File: src/rtl/nic_irq_status.sv
module nic_irq_status #(
  parameter int ADDR_W = 4,
  parameter logic [ADDR_W-1:0] STAT_ADDR = 'h7,
  parameter logic [ADDR_W-1:0] MASK_ADDR = 'hF,
  parameter int N_TALLY = 3
) (
  input  logic              clk,
  input  logic              rst_n,
  input  logic [ADDR_W-1:0] bus_addr,
  input  logic              bus_wr,
  input  logic [7:0]        bus_wdata,
  output logic [7:0]        bus_rdata,
  input  logic              rx_ok,
  input  logic              tx_ok,
  input  logic              rx_crc_err,
  input  logic              rx_align_err,
  input  logic              rx_fifo_ovr,
  input  logic              rx_missed,
  input  logic              tx_coll_err,
  input  logic              tx_fifo_urun,
  input  logic              ring_hit,
  input  logic [N_TALLY-1:0] tally_msb,
  input  logic              rdma_done,
  input  logic              ctl_reset_enter,
  input  logic              ctl_start,
  input  logic              ring_ovf,
  input  logic              ring_pkt_removed,
  output logic              irq
);

  localparam int NCAUSE = 7;

  logic [NCAUSE-1:0]  cause_q, cause_set, cause_clr, cause_nxt;
  logic [NCAUSE-1:0]  en_q, en_nxt;
  logic               rflag_q, rflag_nxt;
  logic [N_TALLY-1:0] tally_prev_q;
  logic               irq_q;

  wire wr_stat = bus_wr && (bus_addr == STAT_ADDR);
  wire wr_en   = bus_wr && (bus_addr == MASK_ADDR);

  assign cause_set = {
    rdma_done,
    |(tally_msb & ~tally_prev_q),
    ring_hit,
    tx_coll_err | tx_fifo_urun,
    rx_crc_err | rx_align_err | rx_fifo_ovr | rx_missed,
    tx_ok,
    rx_ok
  };

  assign cause_clr = wr_stat ? bus_wdata[NCAUSE-1:0] : '0;
  assign cause_nxt = (cause_q & ~cause_clr) | cause_set;
  assign en_nxt    = wr_en ? bus_wdata[NCAUSE-1:0] : en_q;
  assign rflag_nxt = ctl_reset_enter | ring_ovf |
                     (rflag_q & ~(ctl_start | ring_pkt_removed));

  always_ff @(posedge clk) begin
    if (!rst_n) begin
      cause_q      <= '0;
      en_q         <= '0;
      rflag_q      <= 1'b1;
      tally_prev_q <= '0;
      irq_q        <= 1'b0;
    end else begin
      cause_q      <= cause_nxt;
      en_q         <= en_nxt;
      rflag_q      <= rflag_nxt;
      tally_prev_q <= tally_msb;
      irq_q        <= |(cause_nxt & en_nxt);
    end
  end

  assign irq = irq_q;

  always_comb begin
    if (bus_addr == STAT_ADDR)      bus_rdata = {rflag_q, cause_q};
    else if (bus_addr == MASK_ADDR) bus_rdata = {1'b0, en_q};
    else                            bus_rdata = 8'h00;
  end

  AST_SET_BEATS_CLEAR: assert property (@(posedge clk) disable iff (!rst_n)
    (rx_ok && wr_stat && bus_wdata[0]) |=> cause_q[0]);
  AST_W1C_CLEARS: assert property (@(posedge clk) disable iff (!rst_n)
    (wr_stat && bus_wdata[1] && !tx_ok) |=> !cause_q[1]);
  AST_ZERO_KEEPS: assert property (@(posedge clk) disable iff (!rst_n)
    (cause_q[0] && !(wr_stat && bus_wdata[0])) |=> cause_q[0]);
  AST_RFLAG_IGNORES_HOST: assert property (@(posedge clk) disable iff (!rst_n)
    (wr_stat && !ctl_reset_enter && !ring_ovf && !ctl_start && !ring_pkt_removed)
      |=> $stable(rflag_q));
  AST_RFLAG_NO_IRQ: assert property (@(posedge clk) disable iff (!rst_n)
    ((cause_q & en_q) == '0) |-> !irq);
  AST_RFLAG_SET: assert property (@(posedge clk) disable iff (!rst_n)
    (ctl_reset_enter || ring_ovf) |=> rflag_q);
  AST_EN_TOP_ZERO: assert property (@(posedge clk) disable iff (!rst_n)
    (bus_addr == MASK_ADDR) |-> !bus_rdata[7]);

endmodule

File: config.mk
export PLATFORM = sky130hd
export DESIGN_NAME = nic_irq_status
export DESIGN_NICKNAME = d
export VERILOG_FILES = /design/src/rtl/nic_irq_status.sv
export SDC_FILE = /design/constraint.sdc
export NUM_CORES = 1
export LEC_CHECK = 0
export BUFFER_PORTS_ARGS = -buffer_cell sky130_fd_sc_hd__buf_2
export CORE_UTILIZATION = 47
export CTS_BUF_LIST = sky130_fd_sc_hd__clkbuf_8
export CTS_CLUSTER_SIZE = 10
export DETAILED_ROUTE_END_ITERATION = 7
export GPL_ROUTABILITY_DRIVEN = 1
export HOLD_SLACK_MARGIN = 0.08
export PLACE_DENSITY = 0.9
export RECOVER_POWER = 50
export SYNTH_ARGS = -nofsm -noshare
export SYNTH_HDL_FRONTEND = slang
export SYNTH_SLANG_ARGS = --single-unit
File: constraint.sdc
create_clock -name clk -period 2.4 [get_ports clk]
set_clock_uncertainty 0.1 [all_clocks]
set_input_delay 0.48 -clock clk [delete_from_list [all_inputs] [get_ports clk]]
set_output_delay 0.48 -clock clk [all_outputs]
set_load 0.005 [all_outputs]
==> results of run 1 <==
-- per-layer routing --
layer / global-route usage / routed length (um)
met5: 0 / 0
met4: 0.0824 / 14
met3: 0.0516 / 109
met2: 0.354 / 1030
met1: 0.220 / 836
-- logic make-up (layout without fill, tap and decap cells) --
| group | Yosys count | count (layout) |
|---|---|---|
| AOI/OAI and AO/OA | 12 | 12 |
| buffers and inverters | 6 | 47 |
| DFF | 19 | 19 |
| muxes | 14 | 14 |
| and+or+nand+nor | 46 | 46 |
-- worst max path at each step --
stage          cells past startpoint      endpoint
2_1_floorplan                      7           irq
3_3_place_gp                       6           irq
3_5_place_dp                       6           irq
4_1_cts                            6           irq
5_1_grt                            5  bus_rdata[5]
6_report                           5  bus_rdata[2]
-- placed cells by master (no fill, tap or decap) --
| master | instances |
|---|---|
| sky130_fd_sc_hd__or2b_1 | 1 |
| sky130_fd_sc_hd__clkbuf_1 | 3 |
| sky130_fd_sc_hd__mux2i_1 | 14 |
| sky130_fd_sc_hd__inv_2 | 1 |
| sky130_fd_sc_hd__nand2_1 | 3 |
| sky130_fd_sc_hd__nand3_1 | 2 |
| sky130_fd_sc_hd__nor2_1 | 12 |
| sky130_fd_sc_hd__nor4_1 | 1 |
| sky130_fd_sc_hd__nand2b_1 | 7 |
| sky130_fd_sc_hd__nand4_1 | 1 |
| sky130_fd_sc_hd__and2b_1 | 2 |
| sky130_fd_sc_hd__nor2b_1 | 11 |
| sky130_fd_sc_hd__nor3b_1 | 1 |
| sky130_fd_sc_hd__inv_1 | 2 |
| sky130_fd_sc_hd__o21ai_0 | 1 |
| sky130_fd_sc_hd__dfxtp_1 | 19 |
| sky130_fd_sc_hd__o2111ai_1 | 1 |
| sky130_fd_sc_hd__and2_1 | 2 |
| sky130_fd_sc_hd__a21oi_1 | 1 |
| sky130_fd_sc_hd__o41a_1 | 1 |
| sky130_fd_sc_hd__o22ai_1 | 6 |
| sky130_fd_sc_hd__o32ai_1 | 1 |
| sky130_fd_sc_hd__buf_2 | 37 |
| sky130_fd_sc_hd__and2b_2 | 1 |
| sky130_fd_sc_hd__or2_0 | 1 |
| sky130_fd_sc_hd__clkinv_2 | 1 |
| sky130_fd_sc_hd__and2_0 | 1 |
| sky130_fd_sc_hd__o31a_2 | 1 |
| sky130_fd_sc_hd__clkbuf_8 | 3 |
-- report_power, final --
part / total [mW] / internal (mW) / switching (mW)
clock network: 0.214 / 0.115 / 0.0988
registers: 0.336 / 0.330 / 0.00625
logic: 0.0828 / 0.0445 / 0.0383
-- per-stage QoR --
| step | hold WS, ps | instance area [sq um] | util |
|---|---|---|---|
| 2_1_floorplan | 332 | 900 | - |
| 3_3_place_gp | 346 | 1110 | 0.628 |
| 3_5_place_dp | 359 | 1110 | 0.628 |
| 4_1_cts | 332 | 1150 | 0.654 |
| 5_1_grt | 337 | 1150 | 0.650 |
| 6_report | 332 | 1150 | 0.650 |
-- critical path, cell delays in order --
cell	delay [ps]
sky130_fd_sc_hd__buf_2	100
sky130_fd_sc_hd__clkbuf_1	470
sky130_fd_sc_hd__mux2i_1	260
sky130_fd_sc_hd__nor2_1	60
sky130_fd_sc_hd__buf_2	130
-- state kept, by name, summed over array words and instances (netlist names) --
name and count:
irq 1, en_q 7, rflag_q 1, cause_q 7, tally_prev_q 3
-- layout make-up --
class / instances / area, sq um
Multi-Input combinational cell: 72 / 482
Clock inverter: 1 / 5.00
Tap cell: 25 / 31.3
Sequential cell: 19 / 380
Clock buffer: 3 / 41.3
Timing Repair Buffer: 40 / 196
Fill cell: 176 / 617
Inverter: 3 / 11.3
==> results.txt, run 1 <==
The number of antenna violations at the first check in global routing came to 0. The y dimension of the die is 45.8 um. The actual slew at the worst max-slew pin came out at 683 ps. The via count of the first global-routing pass is roughly 750. For this run, the total global-route usage over all layers was measured as 0.198. In this run, CTS created clock tree buffers numbering 3. The net count after synthesis came out at 129. The adder and majority gate portion of the synthesized area is 0. The number of instances in the synthesized netlist is 97. The count of cell types in the netlist came out at 26. The maximum number of pins on one net before global-route repair is 20. By area, the combinational part of the netlist is dominated by simple AND/OR/NAND/NOR gates. The hold-fix buffer count after cts came out at 0. Dividing total power by cell area gives a power density of 551 mW/mm^2. The startpoint of the most critical hold path is ring_ovf. The shortest period the worst path allows came out at 2090 ps.

The number of max-slew violations in the final report came to 0. The worst setup slack after placement is 279 ps. The completed layout was analyzed and its total power is 633 uW. The total count of hold-check failures in the final report was 0. By count the netlist is led by 19 x sky130_fd_sc_hd__dfxtp_1, 14 x sky130_fd_sc_hd__mux2i_1, 12 x sky130_fd_sc_hd__nor2_1. The worst endpoint required time is 1820 ps. The peak clock frequency supported by timing is 0.479 GHz. The worst setup path is launched from an input port. The effective utilization at floorplan is 0.510.

The full die area came out at 0.00209 sq mm. The post-synthesis compound-gate area fraction came out at 0.0960. The capture point of the worst reg-to-reg path is irq. The number of resized instances in the post-cts repair step came out at 0.

The die width came out at 45.8 um. The simple logic cell fraction of the synthesized area is 0.284. The routed via count divided by cell count came out at 5.02. The number of cells on the worst reg-to-reg path is 5.

The post-synthesis xor/xnor area fraction came out at 0. In this run, synthesis produced a sequential element count of 19. The tree is rooted in a sky130_fd_sc_hd__clkbuf_8. The clock latency on the worst-skew pair is 250 ps. The post-synthesis cell area is 900 sq um. STA classifies the critical path endpoint as a primary output. The most critical setup path has its startpoint at bus_addr[3]. The antenna violation net count after detailed routing came out at 0. The register-to-register setup slack came out at ~960 ps.

The final setup violation count came out at 0. The total iterations of the first detailed-routing run is 4. The half-perimeter wire length after placement came out at 1.55 mm. The core region is 0.00176 sq mm.

The count of max-cap constraint violations is 0. The critical path is of the input port to primary output type. The sequential-to-total area share from yosys stat came out at 0.423.

The congestion estimate from routability-driven global placement came to 0.739. The synthesis-to-finish area growth came out at 27.5%. The number of synthesized flops with an enable pin came out at 0. The average wire per cell in the routed design came out at ~12 um. The type of the most critical hold path is input port to register. The critical path arrival came out at 1510 ps. The aggregate routed wire length is 1.99 mm.

The static leakage is 0.579 nW. The clock-pin slew on the worst setup and hold paths came out at about 70 ps. The proportion of synthesized flip-flops having asynchronous set or reset is 0. After the flow finishes, the layout carries non-filler instances totaling 163.

The count of buffers added on input and output ports is 39. The clock tree from TritonCTS is yes. Setup repair after global routing left no endpoint under its margin. The part of the cycle the worst path needs came out at 0.870. The number of instances in the placed design came out at 159. The relative slew slack is 0.545. The top-area cell type share of the netlist area came out at 0.423. The Yosys step of the flow raised 0 warnings. The share of cell area taken by muxes after synthesis came out at 0.156. The count of buffers added by post-CTS timing repair for setup is 0. The mean post-synth cell area is 9.27 sq um. The first-pass GRT wire length came out at 2.94 mm.

The setup TNS is 0 ps. The minimum setup slack in the final design came out at around 310 ps. In the final layout, the share of cells above drive strength 1 is 0.319. The count of inserted antenna diode cells is 0.

VDD sags by at most ~0.00055 V. No sink is reached through more buffers than the 2 on the longest clock path. Among all flip-flop cells after synthesis, the most frequent one is sky130_fd_sc_hd__dfxtp_1. CTS built an H-tree with a depth of 1. By instance count, the leading cell after synthesis is sky130_fd_sc_hd__dfxtp_1. The tree built by TritonCTS fans out to 19 sinks. Across all layers, the routed design uses around 820 vias.

The run finished with clean final reports. The worst hold path was traced through 3 stages. The total overflow left after global routing is 0. The synthesized design spends more area on one cell type than any other, namely sky130_fd_sc_hd__dfxtp_1.

Yosys attributes the largest share of cell area to sky130_fd_sc_hd__dfxtp_1 42%, sky130_fd_sc_hd__mux2i_1 16%, sky130_fd_sc_hd__nor2b_1 7.6%. In this run the critical register-to-register path is launched from tally_prev_q[0]. The detailed-route DRC error count came out at 0. The number of placement rows came out at 15. In this run the worst path has a maximum fanout of 9. The end point of the worst hold path is rflag_q.

The number of DRC markers in iteration 0 came out at 10. The count of boundary I/O pins is around 40. The number of nets in the layout came out at 171.
No activity file was read; power rests on OpenSTA's default activity.
==> run 2: changes to the inputs <==
--- a/config.mk
+++ b/config.mk
@@ -5,12 +5,14 @@
 export SDC_FILE = /design/constraint.sdc
 export NUM_CORES = 1
 export LEC_CHECK = 0
+export ABC_AREA = 1
 export BUFFER_PORTS_ARGS = -buffer_cell sky130_fd_sc_hd__buf_2
-export CORE_UTILIZATION = 47
+export CORE_UTILIZATION = 48
 export CTS_BUF_LIST = sky130_fd_sc_hd__clkbuf_8
 export CTS_CLUSTER_SIZE = 10
 export DETAILED_ROUTE_END_ITERATION = 7
 export GPL_ROUTABILITY_DRIVEN = 1
+export GPL_TIMING_DRIVEN = 0
 export HOLD_SLACK_MARGIN = 0.08
 export PLACE_DENSITY = 0.9
 export RECOVER_POWER = 50
==> run 2 against run 1 <==
- first-iteration DRC count rose to 2.5 times the previous value
- wire length rose by 9.8%
- sequential share of layout area fell by 2.6 points
- clock power rose by 4%
- design area rose by 8.5%
- critical path type unchanged
==> results.txt, run 2 <==
The register-to-register setup slack was 1130 ps (+170 ps). The number of buffers added on ports came out at 38 (-2.6%). The number of max-slew violations in the final report is 0 (unchanged).

The global-route usage over all layers is 0.220 (+0.0220). The sequential-to-total area share from yosys stat came out at 0.386 (-0.0365). The relative slew slack is 0.707 (+0.163). The filler cell count came out at 197 (+12%).

The mean post-synth cell area is 6.65 sq um (-28%). The run finished with clean final reports. The average wire per cell in the routed design was 10.1 um (-18%). The TritonCTS sink count is 19 (unchanged). The worst endpoint required time came to 1820 ps (about the same).

The portion of total power attributed to combinational logic was 0.134 (+0.003). The part of the total power dissipated in sequential elements came out at 0.520 (-0.011). The die width is 47.3 um (+3.4%). The non-filler instance count after layout is 217 (+33%).

The top-area cell type share of the netlist area is 0.386 (-0.0365). Setup repair after global routing left no endpoint under its margin. The first-pass GRT wire length came out at 3.39 mm (+15%). The weighted congestion reported at the end of routability-driven placement is 0.714 (-3.4%). The shortest period the worst path allows came out at 2040 ps (-50.6 ps). The maximum count of clock buffers along a single path came to 2 (unchanged).

The clock root buffer is sky130_fd_sc_hd__clkbuf_8. The Yosys warning count came to 0 (unchanged). TritonCTS built the clock tree. The library cells used most frequently in the layout, excluding fill and tap cells, are 51 x sky130_fd_sc_hd__nand2_1, 37 x sky130_fd_sc_hd__buf_2, 24 x sky130_fd_sc_hd__inv_1. The total iterations of the first detailed-routing run is 5 (+1). The total count of hold-check failures in the final report is 0 (unchanged). The maximum number of pins on one net before global-route repair is 12 (-40%). The utilization after layout is 0.641 (-0.00925). The number of storage elements in the synthesis netlist came to 19 (unchanged).

The proportion of total power due to net switching came to 0.252 (+0.0257). The count of max-cap constraint violations came out at 0 (unchanged). The proportion of synthesized flip-flops having asynchronous set or reset came out at 0 (unchanged).

The half-perimeter wire length after placement is 1.66 mm (+7.2%). The count of boundary I/O pins is 41 (unchanged). The number of antenna violations at the first check in global routing is 0 (unchanged). The critical setup path kind is input port to primary output. sky130_fd_sc_hd__dfxtp_1 takes more of the synthesized area than any other cell. The multi-input gate area in the final layout came to 475 sq um (-1.3%). The peak clock frequency supported by timing is 0.491 GHz (+2.5%).

The number of instances in the placed design came out at 213 (+34%). The detailed-route DRC error count is 0 (unchanged). The setup TNS was 0 ps (unchanged).

The y dimension of the die is 47.3 um (+3.4%). The number of nets in the layout was 223 (+30%). The aggregate global routing overflow was 0 (unchanged).

The via count of the first global-routing pass is 833 (+10%). Yosys attributes the largest share of cell area to sky130_fd_sc_hd__dfxtp_1 39%, sky130_fd_sc_hd__nand2_1 19%, sky130_fd_sc_hd__inv_1 9.1%. The clock-pin slew on the worst setup and hold paths came out at 70 ps (about the same). The net switching power was 163 uW (+14%). The clock share of power was 0.345 (+0.007). The count of cell types in the netlist came out at 20 (-23%).

The number of synthesized flops with an enable pin is 0 (unchanged). The power density relative to cell area came to 520 mW/mm^2 (-5.7%). The number of instances in the synthesized netlist came to 148 (+53%). The net count after synthesis is 180 (+40%).

Ranked by instance count, the synthesized netlist is headed by 51 x sky130_fd_sc_hd__nand2_1, 24 x sky130_fd_sc_hd__inv_1, 19 x sky130_fd_sc_hd__dfxtp_1. The actual slew at the worst max-slew pin came out at 439 ps (-244 ps). The effective utilization at floorplan came out at 0.507 (-0.00284).

The static leakage was 0.696 nW (+20%). The number of DRC markers in iteration 0 was 25 (+15). The part of the cycle the worst path needs came out at 0.849 (-0.0211). The fraction of final layout cells with drive strength greater than 1 is 0.284 (-0.0346). The post-synthesis cell area came to 985 sq um (+9.5%). The most instantiated flip-flop cell in the synthesis netlist is sky130_fd_sc_hd__dfxtp_1.

The aggregate routed wire length came out at 2.18 mm (+9.8%). The routed via count divided by cell count is 4.58 (-8.7%). Leaving out fill and tap cells, the most frequent cell in the layout is sky130_fd_sc_hd__nand2_1.

The top fanout value on the critical path is 10 (+1). The critical path arrival is 1460 ps (-50 ps). The count of inserted antenna diode cells is 0 (unchanged). The number of resized instances in the post-cts repair step came out at 0 (unchanged). The full die area is 0.00224 sq mm (+6.8%).

The type of element capturing the critical path is a primary output. sky130_fd_sc_hd__nand2_1 is the most common cell in the netlist. The standard cell core area came out at 0.00194 sq mm (+10%). The type of the most critical hold path is input port to register. The clock buffer count from CTS is 3 (unchanged). The peak supply drop is 0.000429 V (-22%). The internal power came out at 484 uW (-1.1%). The number of placement rows came out at 16 (+1). The final setup violation count came out at 0 (unchanged). The antenna violation net count after detailed routing was 0 (unchanged). The sequential cell area in the final layout was 380 sq um (unchanged). The maximum level of the CTS H-tree was 1 (unchanged). STA classifies the critical path startpoint as an input port. The total vias in the final route is 994 (+22%).

The largest registers in the layout are cause_q x7, en_q x7, tally_prev_q x3. The clock latency on the worst-skew pair is 260 ps (about the same). The count of buffers added by post-CTS timing repair for setup came out at 0 (unchanged). Relative to the synthesized area, the layout overhead comes to 26.4%. The hold-fix buffer count after cts came to 0 (unchanged).
run 2: kinds of logic (layout without fill, tap and decap cells):
family / count (synthesis) / after routing / share of synthesized area
compound gates: 16 / 16 / 0.107
buf+inv: 28 / 70 / 0.123
flops: 19 / 19 / 0.386
simple gates: 85 / 85 / 0.384
run 2: worst paths after layout:
path | startpoint | endpoint | depth (start not counted)
max | bus_addr[1] | bus_rdata[5] | 7
min | ctl_reset_enter | rflag_q | 2
max reg2reg | tally_prev_q[0] | irq | 7
min reg2reg | rflag_q | rflag_q | 1
run 2: area by class of cell:
type | instances | area share
Buffer | 4 | 0.0251
Clock buffer | 3 | 0.0332
Clock inverter | 1 | 0.00402
Inverter | 24 | 0.0724
Multi-Input combinational cell | 101 | 0.382
Sequential cell | 19 | 0.306
Tap cell | 27 | 0.0271
Timing Repair Buffer | 38 | 0.151
run 2: layer usage:
layer / vias up / global-route usage / routed length [um]
li1: 531 / - / -
met1: 427 / 0.250 / 903
met2: 29 / 0.395 / 1140
met3: 7 / 0.0385 / 96
met4: 0 / 0.103 / 44
met5: - / 0 / 0
run 2: critical path, cell delays in order:
cell                      delay, ps
sky130_fd_sc_hd__buf_2           90
sky130_fd_sc_hd__nand2_2        100
sky130_fd_sc_hd__nor2_1         360
sky130_fd_sc_hd__buf_6          210
sky130_fd_sc_hd__nand2_1         60
sky130_fd_sc_hd__nand2_1         60
sky130_fd_sc_hd__buf_2          100
run 2: power groups by stage:
| stage | registers [mW] | clock network (mW) | logic (mW) |
|---|---|---|---|
| 2_1_floorplan | 0.342 | 0 | 0.0496 |
| 3_3_place_gp | 0.342 | 0 | 0.0847 |
| 3_5_place_dp | 0.343 | 0 | 0.0885 |
| 4_1_cts | 0.336 | 0.231 | 0.0892 |
| 5_1_grt | 0.338 | 0.239 | 0.100 |
| 6_report | 0.337 | 0.223 | 0.0869 |
run 2: stage by stage:
step	total power [mW]	worst slack [ps]	hold WS, ps	area [sq um]
detailed placement	0.432	559	361	1210
CTS	0.657	555	296	1250
finish	0.647	363	297	1240
global placement	0.427	579	359	1210
global route	0.677	272	300	1240
floorplan	0.391	837	337	985
==> run 3: changes to the inputs <==
--- a/config.mk
+++ b/config.mk
@@ -5,9 +5,9 @@
 export SDC_FILE = /design/constraint.sdc
 export NUM_CORES = 1
 export LEC_CHECK = 0
-export ABC_AREA = 1
+export ABC_AREA = 0
 export BUFFER_PORTS_ARGS = -buffer_cell sky130_fd_sc_hd__buf_2
-export CORE_UTILIZATION = 48
+export CORE_UTILIZATION = 47
 export CTS_BUF_LIST = sky130_fd_sc_hd__clkbuf_8
 export CTS_CLUSTER_SIZE = 10
 export DETAILED_ROUTE_END_ITERATION = 7
==> constraint.sdc (replaced) <==
create_clock -name clk -period 2 [get_ports clk]
set_clock_uncertainty 0.1 [all_clocks]
set_input_delay 0.4 -clock clk [delete_from_list [all_inputs] [get_ports clk]]
set_output_delay 0.4 -clock clk [all_outputs]
set_load 0.005 [all_outputs]
==> run 3 against run 2 <==
- register-to-register slack worse by 550 ps
- core utilization is 1.8 points higher
- via count decreased by 16%
- clock power grew 15%
- flip-flop and latch count unchanged
- setup slack got worse by 82 ps
- critical endpoint is now irq
==> results.txt, run 3 (synthesized netlist as in run 1, its figures left out) <==
The total count of hold-check failures in the final report is 0 (unchanged). The number of buffers added on ports is 38 (unchanged). The minimum setup slack in the final design is 281 ps (-82.1 ps). The tightest min-delay check is of the input port to register type.

In the final layout, the registers with the most flip-flops are cause_q x7, en_q x7, tally_prev_q x3. The count of max-cap constraint violations is 0 (unchanged). The aggregate global routing overflow came out at 0 (unchanged).

The worst hold path begins at ctl_reset_enter. The antenna violation net count after detailed routing is 0 (unchanged). The number of nets in the layout is 172 (-23%). The worst hold path terminates at rflag_q. The clock tree from TritonCTS is yes. In the layout the commonest cells are 36 x sky130_fd_sc_hd__buf_2, 19 x sky130_fd_sc_hd__dfxtp_1, 14 x sky130_fd_sc_hd__mux2i_1. The clock latency on the worst-skew pair came out at 250 ps (about the same). The detailed-route DRC error count is 0 (unchanged). The count of inserted antenna diode cells came to 0 (unchanged). The worst setup slack after placement came out at 27.0 ps (-532 ps). The total iterations of the first detailed-routing run came out at 4 (-1). The via count of the first global-routing pass came out at 774 (-7.1%).

The power density relative to cell area is 653 mW/mm^2 (+26%). The routed via count divided by cell count came out at 5.07 (+11%). Relative to the synthesized area, the layout overhead comes to 29.3%. The clock buffer count from CTS was 3 (unchanged). The number of DRC markers in iteration 0 was 4 (-84%). The count of boundary I/O pins is 41 (unchanged). The hold-fix buffer count after cts came out at 0 (unchanged). The fraction of final layout cells with drive strength greater than 1 was 0.317 (+0.0323). The global-route usage over all layers is 0.207 (-0.0134). The number of instances in the placed design is 160 (-25%).

The worst setup path is captured at a register. The number of placement rows came out at 15 (-1). Dividing the final minimum period by the clock period gives 0.860.

Setup repair after global routing left no endpoint under its margin. The register-to-register setup slack is 580 ps (-550 ps). The critical path arrival came out at 1760 ps (+300 ps). The maximum count of clock buffers along a single path is 2 (unchanged). The half-perimeter wire length after placement is 1.54 mm (-7.1%). The number of antenna violations at the first check in global routing is 0 (unchanged). The y dimension of the die was 45.8 um (-3.3%). The clock-pin slew on the worst setup and hold paths came out at 70 ps (about the same). The setup TNS came out at 0 ps (unchanged). The actual slew at the worst max-slew pin came out at 363 ps (-76.0 ps). The TritonCTS sink count is 19 (unchanged). The effective utilization at floorplan came out at 0.510 (+0.00284). In this run the critical register-to-register path is captured at irq.

The shortest period the worst path allows is 1720 ps. The static leakage came out at 0.588 nW (-15%). The maximum level of the CTS H-tree came to 1 (unchanged). The count of cells along the worst register-to-register path came out at 3 (-4). The final setup violation count came out at 0 (unchanged). Timing would allow up to 0.582 GHz.

The full die area is 0.00209 sq mm (-6.4%). The worst setup path is launched from an input port. The relative slew slack is 0.758 (+0.0507). Leaving out fill and tap cells, the most frequent cell in the layout is sky130_fd_sc_hd__buf_2. The peak supply drop came out at 0.000596 V (+39%).

The worst endpoint required time came out at 2040 ps (+220 ps). The worst setup path is of the input port to register kind. The maximum number of pins on one net before global-route repair is 11 (-1). The average wire per cell in the routed design came out at 11.9 um (+18%).

The number of resized instances in the post-cts repair step is 0 (unchanged). The non-filler instance count after layout came out at 164 (-24%). The total vias in the final route came out at 831 (-16%). The count of buffers added by post-CTS timing repair for setup is 0 (unchanged). CTS placed an instance of sky130_fd_sc_hd__clkbuf_8 at the clock tree root. The aggregate routed wire length came out at 1.95 mm (-11%). The weighted congestion reported at the end of routability-driven placement is 0.750 (+5.0%). The number of max-slew violations in the final report is 0 (unchanged). The first-pass GRT wire length is 3.02 mm (-11%). The die width came out at 45.8 um (-3.3%). The depth of the worst hold-timing path came out at 3 (+1). The critical path starts at bus_addr[1]. The worst register-to-register path begins at cause_q[3]. The run finished with clean final reports. The top fanout value on the critical path is 7 (-3).

The standard cell core area is 0.00176 sq mm (-9.1%).
[run 3: critical path: stages]
cell and delay [ps]:
sky130_fd_sc_hd__clkbuf_1 90, sky130_fd_sc_hd__nand4_1 130, sky130_fd_sc_hd__or2_0 230, sky130_fd_sc_hd__buf_6 150, sky130_fd_sc_hd__mux2i_1 210, sky130_fd_sc_hd__o22ai_1 130
sky130_fd_sc_hd__o41a_1 420
[run 3: report_power, final]
part	switching, mW	total, mW	internal, mW
Combinational	0.0456	0.101	0.0551
Clock	0.120	0.257	0.136
Sequential	0.00712	0.403	0.396
[run 3: routing by layer]
| metal | GRT usage | share of wire | vias up |
|---|---|---|---|
| met4 | 0.118 | 0.012 | 0 |
| met5 | 0 | 0 | - |
| met1 | 0.213 | 0.42 | 377 |
| met2 | 0.389 | 0.51 | 31 |
| met3 | 0.0317 | 0.058 | 4 |
| li1 | - | - | 419 |
[run 3: area by class of cell]
class	instances	area (sq um)
sequential	19	380
timing repair buffer	38	188
inverter	3	11.3
buffer	3	26.3
fill	169	601
clock buffer	3	41.3
multi-input combinational	72	482
tap	25	31.3
clock inverter	1	3.75
[run 3: worst max path at each step]
stage	endpoint	slack [ps]	cells after the start
after floorplan	irq	190	7
after global placement	irq	70	7
after detailed placement	irq	30	7
after CTS	irq	280	7
after global routing	irq	160	7
final	irq	280	7
[run 3: through the flow]
step | power (mW) | hold slack (ps) | cell area, sq um | util
2_1_floorplan | 0.465 | 332 | 900 | -
3_3_place_gp | 0.507 | 346 | 1120 | 0.635
3_5_place_dp | 0.513 | 356 | 1120 | 0.635
4_1_cts | 0.763 | 248 | 1170 | 0.661
5_1_grt | 0.791 | 266 | 1160 | 0.660
6_report | 0.760 | 250 | 1160 | 0.660
